<file path="src/rtl/byte_order_swap.sv">
module byte_order_swap #(
  parameter int LANE_W  = 8,
  parameter bit OUT_REG = 1'b1
) (
  input  logic                clk,
  input  logic                rst_n,
  input  logic                in_valid,
  input  logic [8*LANE_W-1:0] in_data,
  input  logic [1:0]          in_width,
  input  logic                in_swap,
  output logic                out_valid,
  output logic [8*LANE_W-1:0] out_data,
  output logic [1:0]          out_width
);
  localparam int LANES  = 8;
  localparam int DATA_W = LANES * LANE_W;
  localparam logic [1:0] W8  = 2'b00;
  localparam logic [1:0] W16 = 2'b01;
  localparam logic [1:0] W32 = 2'b10;
  localparam logic [1:0] W64 = 2'b11;

  logic [3:0]        sel;
  logic [DATA_W-1:0] swp;

  assign sel[0] = !in_swap || (in_width == W8);
  assign sel[1] = in_swap && (in_width == W16);
  assign sel[2] = in_swap && (in_width == W32);
  assign sel[3] = in_swap && (in_width == W64);

  for (genvar i = 0; i < LANES; i++) begin : g_lane
    assign swp[i*LANE_W +: LANE_W] =
        ({LANE_W{sel[0]}} & in_data[i*LANE_W +: LANE_W])
      | ({LANE_W{sel[1]}} & in_data[(i ^ 1)*LANE_W +: LANE_W])
      | ({LANE_W{sel[2]}} & in_data[(i ^ 3)*LANE_W +: LANE_W])
      | ({LANE_W{sel[3]}} & in_data[(i ^ 7)*LANE_W +: LANE_W]);
  end

  if (OUT_REG) begin : g_reg
    always_ff @(posedge clk) begin
      if (!rst_n) begin
        out_valid <= 1'b0;
        out_data  <= '0;
        out_width <= W8;
      end else begin
        out_valid <= in_valid;
        if (in_valid) begin
          out_data  <= swp;
          out_width <= in_width;
        end
      end
    end
  end else begin : g_comb
    assign out_valid = in_valid;
    assign out_data  = swp;
    assign out_width = in_width;
  end
endmodule

</file>
<file path="config.mk">
export PLATFORM = sky130hd
export DESIGN_NAME = byte_order_swap
export DESIGN_NICKNAME = d
export VERILOG_FILES = /design/src/rtl/byte_order_swap.sv
export SDC_FILE = /design/constraint.sdc
export NUM_CORES = 1
export LEC_CHECK = 0
export ABC_AREA = 1
export BUFFER_PORTS_ARGS = -buffer_cell sky130_fd_sc_hd__buf_2
export CORE_AREA = 8 8 94 118
export CTS_CLUSTER_SIZE = 12
export DETAILED_ROUTE_END_ITERATION = 8
export DIE_AREA = 0 0 102 126
export PLACE_DENSITY = 0.77
export SLEW_MARGIN = 5
export SYNTH_ARGS = -nofsm -noshare
export SYNTH_HDL_FRONTEND = slang
export SYNTH_SLANG_ARGS = --single-unit
</file>
<file path="constraint.sdc">
create_clock -name clk -period 1.5 [get_ports clk]
set_input_delay 0.075 -clock clk [delete_from_list [all_inputs] [get_ports clk]]
set_output_delay 0.075 -clock clk [all_outputs]
set_load 0.005 [all_outputs]
</file>
==> metrics.txt <==
status=complete, no violations; Unique masters post-synth=15; All-Layer GR Usage=0.310; fin crit share=0.757; main area contributors after synthesis=dfxtp_1 (30%), nand4_1 (18%), nand3_1 (14%); Synth Cell Area=roughly 4500 µm²; DRC Markers=0; Routed Antenna Nets=0; Sw Share=0.322; Flop pwr share=0.381; share of cells above drive strength 1=0.211; Critical Path RT=1.72 ns; Hold Slack=around 0.12 ns; Sw Pwr=approximately 1.7 mW; WL per Instance=around 21 µm; Detailed Route WL=20.5 mm; die width=slightly above 100 µm; Remaining Overflow, GRT=0; setup ws final=0.365 ns; kind of end point of the critical path=flop; Comb power frac=0.252; core area=9310 µm²; clk sink count=67; CP max stage delay=roughly 0.30 ns; CTS buffer count=9; max frequency=roughly 880 MHz; post-synthesis register bit count=67; DRT Pass-1 Iters=6; Final Hold Vio Count=0; Die Area=roughly 13000 µm²; slowest CP cell=buf_12; Arrival @ worst endpoint=1.36 ns; final total power=5.21 mW; CTS Hold Bufs=0; clock buffer depth=2; Power per Cell Area=between 900 and 1000 nW/µm²; worst-margin pin slew=0.870 ns; top cell type's share of synthesized area=0.297; worst path cell trace=buf_4, buf_12, nand2_2, buf_12, nand3_1, nand3_1, nor2_1, nor2_1; clk_skew=0 ns; Cells after Synth=about 740; Setup-failing EPs final=0; postcts setup bufs=0; Yosys Warn Count=0; Worst VDD drop=about 0.57 mV; HP Class=in -> reg; row count=40; Setup crit start kind=input port; Vias=6037; sequential share of the synthesized area=0.297; ant diodes=0; chip height=around 130 µm; slew margin rel.=0.419; final max-slew violation count=0; Util after Layout=0.593; CTS Root Cell=clkbuf_16; starting density of the core=0.485; internal power=roughly 3.5 mW; largest net degree at the start of global routing=74; post-cts resize count=0; Final #Nets=895; Max Cap Viol=0; clock-pin slew on the worst setup and hold paths=0.05 ns; Tmin final=1.14 ns; Worst Path Max Fanout=72; Setup WS pre-CTS=~0.055 ns; vias in the first global route=roughly 5400; Skew-Pair Late Insertion Delay=0.34 ns; critical path type=in -> reg; DR iter-0 viols=around 900; Post-Syn Nets=807; global-route wire length before repair=around 30 mm; Area growth syn-to-layout=22.2%; vias per cell=about 6.3; CTS H-tree lvls=3; cell taking the most area after synthesis=dfxtp_1; Lkg Pwr=between 2 and 3 nW; Placer Congestion=around 1.0; port bufs=about 140; Setup TNS Final=0 ns; initial antenna violation count=0; DP Wirelength=14.3 mm; RSZ-0062 raised after global routing=false; I/O pin total=about 140; clock power share=0.366; Avg Inst Size Synth=about 6 µm²; CTS tree=built
metrics by stage:
step / cell area [µm²] / cells
6_report: 5520 / 955
3_5_place_dp: 5260 / 940
2_1_floorplan: 4520 / 737
3_3_place_gp: 5260 / 940
4_1_cts: 5520 / 955
5_1_grt: 5520 / 955
worst max-delay path: cells and delay by family:
family / cells / cell delay, ns
buffers and inverters: 3 / 0.65
and+or+nand+nor: 5 / 0.62
Yosys cell counts (all sizes together):
| master | n |
|---|---|
| nand2 | 131 |
| nor2 | 130 |
| nand3 | 128 |
| nand4 | 128 |
| dfxtp | 67 |
| o21ai | 66 |
| buf | 57 |
| clkbuf | 25 |
| inv | 3 |
| a21oi | 2 |
state kept, by name (all words and copies together), names as in the netlist:
name / cells
out_valid: 1
out_width: 2
out_data: 64
cell families (layout without fill, tap and decap cells):
group / after synthesis / after routing / share of synthesized area
AOI/OAI and AO/OA: 68 / 68 / 0.0754
and+or+nand+nor: 517 / 517 / 0.539
DFF: 67 / 67 / 0.297
buffers and inverters: 85 / 177 / 0.0887
final cells by class:
class                           instances  area, µm²
Sequential cell                        67       1340
Clock buffer                           12        246
Tap cell                              126        158
Fill cell                             970       3790
Inverter                                3       11.3
Multi-Input combinational cell        585       2770
Clock inverter                          3       15.0
Timing Repair Buffer                  159        971
final timing paths:
| check | from | endpoint | slack, ns | cells after the start |
|---|---|---|---|---|
| worst max-delay path | in_swap | out_data[37] | 0.36 | 8 |
| worst min-delay path | in_data[38] | out_data[62] | 0.12 | 5 |
| worst max register to register | out_data[6] | out_data[6] | 0.78 | 2 |
| worst min register to register | out_data[58] | out_data[58] | 0.50 | 2 |
placed cells by master (no fill, tap or decap), types with 9 or more instances in the layout:
cell / count
buf_2: 134
nand4_1: 128
dfxtp_1: 67
buf_4: 16
nand3_1: 128
nand2_1: 129
clkbuf_16: 9
o21ai_0: 66
nor2_1: 129
buf_12: 9
metal layers:
layer / wire length, µm / global-route usage
met3: 2430 / 0.0871
met5: 0 / 0
met4: 1190 / 0.172
met1: 7850 / 0.394
met2: 9010 / 0.456
power by group through the flow:
stage	Combinational [mW]	Sequential (mW)	Clock (mW)
final	1.31	1.99	1.91
after global routing	1.41	2.00	2.01
after CTS	1.29	1.99	1.92
after detailed placement	1.28	2.02	0
after global placement	1.28	2.01	0
after floorplan	0.686	2.03	0
Power figures use the tool's default switching activity.
